==> src/rtl/srf_pkg.sv <==
package srf_pkg;

  // Interrupt occupancy level chosen by a 2-bit select, derived from depth.
  function automatic int unsigned irq_level(input logic [1:0] sel, input int unsigned depth);
    case (sel)
      2'd0:    return depth / 4;
      2'd1:    return depth / 2;
      2'd2:    return (3 * depth) / 4;
      default: return depth - 2;
    endcase
  endfunction

  // Pointer advance with wrap at depth.
  function automatic int unsigned ptr_next(input int unsigned ptr, input int unsigned depth);
    return (ptr == depth - 1) ? 0 : ptr + 1;
  endfunction

endpackage

==> src/rtl/srf_ptr_ctrl.sv <==
module srf_ptr_ctrl #(
  parameter int DEPTH = 16,
  localparam int AW = $clog2(DEPTH),
  localparam int CW = AW + 1
) (
  input  logic          clk,
  input  logic          rst_n,
  input  logic          clr,
  input  logic          push,
  input  logic          pop,
  output logic [AW-1:0] wr_ptr,
  output logic [AW-1:0] rd_ptr,
  output logic [CW-1:0] count,
  output logic          empty,
  output logic          full,
  output logic          ovr,
  output logic          push_ok,
  output logic          pop_ok
);
  import srf_pkg::*;

  logic ovr_set;

  assign empty   = (count == '0);
  assign full    = (count == CW'(DEPTH));
  assign push_ok = push && !full && !ovr;
  assign pop_ok  = pop && !empty;
  assign ovr_set = push && full;

  always_ff @(posedge clk or negedge rst_n) begin
    if (!rst_n) begin
      wr_ptr <= '0;
      rd_ptr <= '0;
      count  <= '0;
      ovr    <= 1'b0;
    end else if (clr) begin
      wr_ptr <= '0;
      rd_ptr <= '0;
      count  <= '0;
      ovr    <= 1'b0;
    end else begin
      if (push_ok) wr_ptr <= AW'(ptr_next(int'(wr_ptr), DEPTH));
      if (pop_ok)  rd_ptr <= AW'(ptr_next(int'(rd_ptr), DEPTH));
      case ({push_ok, pop_ok})
        2'b10:   count <= count + 1'b1;
        2'b01:   count <= count - 1'b1;
        default: count <= count;
      endcase
      if (ovr_set) ovr <= 1'b1;
    end
  end

  // a write at full raises the overrun flag
  a_r4_full_write_flags: assert property (@(posedge clk) disable iff (!rst_n)
    (push && full && !clr) |=> ovr);
  // overrun holds until clear
  a_r5_overrun_sticky: assert property (@(posedge clk) disable iff (!rst_n)
    (ovr && !clr) |=> ovr);
  // a dropped write at full with no read keeps the buffer full
  a_r4_full_no_grow: assert property (@(posedge clk) disable iff (!rst_n)
    (push && full && !pop && !clr) |=> full);
  // balanced traffic keeps occupancy
  a_r8_balanced: assert property (@(posedge clk) disable iff (!rst_n)
    (push_ok && pop_ok && !clr) |=> $stable(count));
  // occupancy never exceeds depth
  a_r2_bounded: assert property (@(posedge clk) disable iff (!rst_n)
    count <= CW'(DEPTH));
  // clear empties the buffer
  a_r1_clear_empties: assert property (@(posedge clk) disable iff (!rst_n)
    clr |=> (empty && !ovr && rd_ptr == '0));

endmodule

==> src/rtl/srf_store.sv <==
module srf_store #(
  parameter int DW    = 16,
  parameter int DEPTH = 16,
  localparam int AW = $clog2(DEPTH)
) (
  input  logic          clk,
  input  logic          we,
  input  logic [AW-1:0] waddr,
  input  logic [DW-1:0] wdata,
  input  logic [AW-1:0] raddr,
  output logic [DW-1:0] rdata
);
  logic [DW-1:0] mem [DEPTH];

  always_ff @(posedge clk) begin
    if (we) mem[waddr] <= wdata;
  end

  assign rdata = mem[raddr];

endmodule

==> src/rtl/srf_thresh.sv <==
module srf_thresh #(
  parameter int DEPTH = 16,
  localparam int CW = $clog2(DEPTH) + 1
) (
  input  logic          clk,
  input  logic          rst_n,
  input  logic [CW-1:0] level,
  input  logic [1:0]    sel,
  output logic          irq
);
  import srf_pkg::*;

  logic [CW-1:0] lim;

  assign lim = CW'(irq_level(sel, DEPTH));
  assign irq = (level >= lim);

  // no request below the lowest selectable level
  a_r6_irq_floor: assert property (@(posedge clk) disable iff (!rst_n)
    irq |-> (level >= CW'(DEPTH / 4)));
  // a full buffer always requests
  a_r6_irq_at_full: assert property (@(posedge clk) disable iff (!rst_n)
    (level == CW'(DEPTH)) |-> irq);

endmodule

==> src/rtl/stereo_rec_fifo.sv <==
module stereo_rec_fifo #(
  parameter int DW    = 16,
  parameter int DEPTH = 16,
  localparam int AW = $clog2(DEPTH),
  localparam int CW = AW + 1
) (
  input  logic          clk,
  input  logic          rst_n,
  input  logic          fifo_clr,
  input  logic          wr_en,
  input  logic [DW-1:0] wr_data,
  input  logic          rd_en,
  input  logic [1:0]    thr_sel,
  output logic [DW-1:0] rd_data,
  output logic          head_left,
  output logic          empty,
  output logic          full,
  output logic [CW-1:0] level,
  output logic          irq,
  output logic          overrun
);
  logic [AW-1:0] wr_ptr, rd_ptr;
  logic          push_ok, pop_ok;
  logic [DW-1:0] mem_rdata;

  srf_ptr_ctrl #(.DEPTH(DEPTH)) u_ctrl (
    .clk(clk), .rst_n(rst_n), .clr(fifo_clr), .push(wr_en), .pop(rd_en),
    .wr_ptr(wr_ptr), .rd_ptr(rd_ptr), .count(level), .empty(empty), .full(full),
    .ovr(overrun), .push_ok(push_ok), .pop_ok(pop_ok)
  );

  srf_store #(.DW(DW), .DEPTH(DEPTH)) u_store (
    .clk(clk), .we(push_ok && !fifo_clr), .waddr(wr_ptr), .wdata(wr_data),
    .raddr(rd_ptr), .rdata(mem_rdata)
  );

  srf_thresh #(.DEPTH(DEPTH)) u_thr (
    .clk(clk), .rst_n(rst_n), .level(level), .sel(thr_sel), .irq(irq)
  );

  assign rd_data   = empty ? '0 : mem_rdata;
  assign head_left = ~rd_ptr[0];

  // an empty buffer reads as zero
  a_r7_empty_zero: assert property (@(posedge clk) disable iff (!rst_n)
    empty |-> (rd_data == '0));
  // a read on empty leaves the head marker alone
  a_r7_empty_read_hold: assert property (@(posedge clk) disable iff (!rst_n)
    (rd_en && empty && !fifo_clr) |=> $stable(head_left));
  // an accepted read flips the channel marker
  a_r3_marker_flips: assert property (@(posedge clk) disable iff (!rst_n)
    (pop_ok && !fifo_clr) |=> (head_left != $past(head_left)));
  // flags are exclusive
  a_r9_flags_exclusive: assert property (@(posedge clk) disable iff (!rst_n)
    !(empty && full));

endmodule

==> config.mk <==
export PLATFORM = sky130hd
export DESIGN_NAME = stereo_rec_fifo
export DESIGN_NICKNAME = d
export VERILOG_FILES = /design/src/rtl/srf_pkg.sv /design/src/rtl/srf_ptr_ctrl.sv /design/src/rtl/srf_store.sv /design/src/rtl/srf_thresh.sv /design/src/rtl/stereo_rec_fifo.sv
export SDC_FILE = /design/constraint.sdc
export NUM_CORES = 1
export LEC_CHECK = 0
export ABC_AREA = 1
export ABC_CLOCK_PERIOD_IN_PS = 2310
export BUFFER_PORTS_ARGS = -buffer_cell sky130_fd_sc_hd__buf_2
export CAP_MARGIN = 40
export CORE_UTILIZATION = 55
export DETAILED_ROUTE_END_ITERATION = 8
export GPL_TIMING_DRIVEN = 0
export MAX_ROUTING_LAYER = met4
export PLACE_DENSITY = 0.75
export RECOVER_POWER = 100
export SYNTH_ARGS = -nofsm -noshare
export SYNTH_HDL_FRONTEND = slang
export SYNTH_SLANG_ARGS = --single-unit
==> constraint.sdc <==
create_clock -name clk -period 2.31 [get_ports clk]
set_clock_uncertainty 0.1 [all_clocks]
set_input_delay 0.693 -clock clk [delete_from_list [all_inputs] [get_ports clk]]
set_output_delay 0.693 -clock clk [all_outputs]
set_load 0.005 [all_outputs]
==> impl_results.md <==
- Hold WC Path Type: in -> reg
- Worst-skew pair later-pin latency: 0.54 ns
- Dpl hpwl: 19.4 mm
- Hold Path Stages: 3
- Min Tclk post-route: 3.36 ns
- Startpoint Class: flop
- Share of layout cells above drive strength 1: 29.6%
- Syn_area_per_cell: 12.8 sq um
- Worst slew margin: 38.0%
- Max-cap violations: 0
- Mux cell area share after synthesis: 0%
- TritonRoute pass-1 iters: 6
- Power Density: 1200 nW/um^2
- Initial antenna violation count: 0
- Worst r2r dst: u_store.mem[4][10]$_DFFE_PP_
- Post-Synth Adder-Cell Area: 1.02%
- Top-area cell type share of the netlist area: 69.8%
- Final core utilization: 72.7%
- CTS buffer count: 26
- Vias in the first global route: 7,977
- GRT overflow: 0
- Post-Synth XOR/XNOR Area: 0.239%
- Worst R2R Path Depth: 8
- Number of synthesized flops with an enable pin: 256
- CP Capture Type: primary output
- Worst-Margin Slew: 0.929 ns
- Final period util: 146%
- Critical path depth in cells: 7
- Post-Synth Simple-Gate Area: 9.76%
- Max incr delay on CP: 0.34 ns
- Root Driver: clkbuf_16
- Avg Vias per Cell: 6.95
- Worst reg2reg startpoint: u_ctrl.count[2]$_DFFE_PN0P_
- Max Fclk: 0.297 GHz
- Routability congestion estimate: 0.861
- CTS clk-pin slew, worst paths: 0.07 ns
- Num rows: 51
- Port buffer count: 47
- Via count: 8,885
- Unique masters post-synth: 30
- #FFs+latches synth: 270
- Ys Warns: 0
- Hold Path Sink: u_ctrl.ovr$_DFFE_PN0P_
- 1st-iter DRT viols: 1,662
- Final setup violation count: 29
- Critical path's slowest cell: dfrtp_1
- Worst Path Required: 1.52 ns
- Async S/R FF share, synth: 5.19%
- Max-slew violations: 0
- Die height: 143 microns
- Final hold vios: 0
- Nets: 1,026
- CTS H-Tree Depth: 1
- Failing checks: negative setup slack
- Unrepaired setup endpoints after global routing: yes
- Maximum vdd drop: 0.887 mV
- Starting Density: 56.4%
- Chip width: 143 microns
- Core Region: 19,500 sq um
- Pin count of the biggest net entering global routing: 17
- Worst R2R Setup Slack: -0.05 ns
- GRT Total Usage: 35.0%
- Top cells by area, synth: edfxtp_1 70%, o21ai_0 6.1%, nor2_1 5.6%, o221ai_1 3.7%, dfrtp_1 3.2%
- DRC violations left: 0
- Primary FF master, synth: edfxtp_1
- Crit-path max FO: 10
- Routed Antenna Nets: 0
- Outcome: complete, but fails checks
- Layout area overhead: 29.0%
- Leakage power: 4.99 nW
- Full die area: 20,600 sq um
- WP data arrival: 2.57 ns
- Worst-case clock buffer depth: 3
- Wire per inst: 29.6 microns
- Routed WL: 37.9 mm
- CP Cell Sequence: buf_4 -> clkinv_2 -> clkbuf_2 -> nor2_1 -> o21ai_1 -> a21oi_2 -> buf_2
- Final hold slack: 0.393 ns
- Hold path start: wr_en
- Area leader, netlist: edfxtp_1
- Cell Area, Synth: 11,000 sq um
- # diodes: 0
- Compound-gate portion of the synthesized area: 12.6%
- Family with the most delay on the worst path: buffers and inverters
- WS Path Type: reg -> out
- Synth Net Count: 889
- Seq/Total Area, Yosys: 73.0%
- Synthesized instance count: 857
- I/O Pins: 49
- Worst Setup Slack, final: -1.05 ns
- Sink Count: 270
- Clock tree from TritonCTS: done
- Crit path buffers/inverters: 4
- Largest family of logic cells by synthesized area: compound AO/OA/AOI/OAI gates
- Global-route wire length before repair: 49.7 mm
==> layout make-up <==
cell class / instances / area [sq um]
sequential: 270 / 8040
fill: 1137 / 5330
inverter: 26 / 121
buffer: 54 / 653
multi-input combinational: 507 / 3140
clock inverter: 13 / 165
timing repair buffer: 109 / 1040
tap: 265 / 332
clock buffer: 34 / 712
==> synth_stat cells (3+ instances only) <==
cell type  number
inv_2           4
nand2_4         3
o21ai_1        14
ha_1            9
buf_2          17
nor3_1          5
xor2_1          3
nor2_1        165
clkbuf_1       27
nand3_1        37
o21ai_0       134
nor2_2          4
inv_1          18
edfxtp_1      256
dfrtp_1        14
nand2_1        39
o221ai_1       46
buf_4           7
a21oi_1        21
o22ai_1        20
==> power by group <==
group | internal (mW) | total, mW | switching [mW]
registers | 5.51 | 5.62 | 0.109
logic | 2.86 | 6.99 | 4.14
clock network | 2.62 | 4.48 | 1.86
total | 11.0 | 17.1 | 6.11
==> cells by family after synthesis <==
family	after synthesis
AO/OA/AOI/OAI	237
XOR/XNOR	3
adder cells (fa/ha/maj)	9
buffers and inverters	80
flip-flops	270
AND/OR/NAND/NOR	258
==> state kept, by name (all words and copies together), names as in the netlist <==
name           flops
u_ctrl.wr_ptr      4
u_ctrl.ovr         1
u_ctrl.rd_ptr      4
u_store.mem      256
u_ctrl.count       5
==> worst max-delay path by stage <==
stage | start | to
finish | u_ctrl.rd_ptr[3]$_DFFE_PN0P_ | rd_data[13]
global route | u_ctrl.rd_ptr[3]$_DFFE_PN0P_ | rd_data[13]
CTS | u_ctrl.rd_ptr[0]$_DFFE_PN0P_ | rd_data[13]
detailed placement | u_ctrl.rd_ptr[1]$_DFFE_PN0P_ | rd_data[2]
global placement | wr_en | u_store.mem[8][4]$_DFFE_PP_
floorplan | wr_en | u_store.mem[0][0]$_DFFE_PP_
==> per-stage QoR <==
step | setup slack (ns) | power [mW] | instance area (sq um) | setup TNS, ns | cells
floorplan | -0.263 | 8.11 | 11000 | -52.27 | 857
global placement | -1.24 | 9.71 | 11600 | -268.19 | 1169
CTS | -0.723 | 15.8 | 13700 | -13.26 | 1258
detailed placement | -0.652 | 9.83 | 11900 | -93.11 | 1185
global route | -1.06 | 17.4 | 14200 | -15.16 | 1278
finish | -1.05 | 17.1 | 14200 | -14.15 | 1278
==> per-layer routing <==
metal	wire, microns	up-vias	global-route usage, %
met2	17500	945	52.6
met4	2670	0	20.4
met3	5180	234	5.83
met1	12500	4227	45.2
met5	0	-	-
li1	-	3479	-
==> worst reg2reg max path, cell delays in order, from the launching register on <==
cell and delay, ns:
dfrtp_1 0.49, nor2_4 0.09, buf_4 0.14, nand3_2 0.08
nand2_4 0.12, nor2_4 0.21, nand2_2 0.21, nor2_4 0.39
buf_6 0.23
==> placed cells by master (no fill, tap or decap), types with 5 or more instances in the layout <==
| cell | synthesis | final |
|---|---|---|
| buf_16 | 0 | 6 |
| nor2_4 | 0 | 16 |
| nand3_2 | 2 | 10 |
| clkbuf_1 | 27 | 24 |
| nand2_1 | 39 | 35 |
| o21ai_0 | 134 | 102 |
| buf_8 | 0 | 22 |
| buf_4 | 7 | 34 |
| buf_6 | 2 | 13 |
| o21ai_1 | 14 | 34 |
| o221ai_1 | 46 | 22 |
| clkbuf_8 | 0 | 7 |
| dfrtp_1 | 14 | 10 |
| buf_2 | 17 | 29 |
| clkinv_2 | 0 | 6 |
| nand3_1 | 37 | 28 |
| inv_1 | 18 | 17 |
| nor2_2 | 4 | 12 |
| o22ai_1 | 20 | 18 |
| edfxtp_1 | 256 | 256 |
| o221ai_2 | 0 | 24 |
| nor2_1 | 165 | 141 |
| buf_12 | 0 | 14 |
| inv_2 | 4 | 5 |
| clkbuf_16 | 0 | 32 |
| a21oi_2 | 0 | 13 |
| o21ai_2 | 0 | 12 |
| ha_1 | 9 | 7 |
| a21oi_1 | 21 | 8 |
| clkbuf_2 | 1 | 11 |
==> repair_timing <==
action / 4_1_cts / 5_1_grt
hold endpoints to repair: 14 / 0
gates resized for setup: 199 / 79
buffers inserted: 19 / 17
gates cloned: 6 / 3
endpoints found under the setup margin: 131 / 199
pin swaps: 60 / 55
hold buffers: 1 / 0
(Power assumes the default switching activity.)
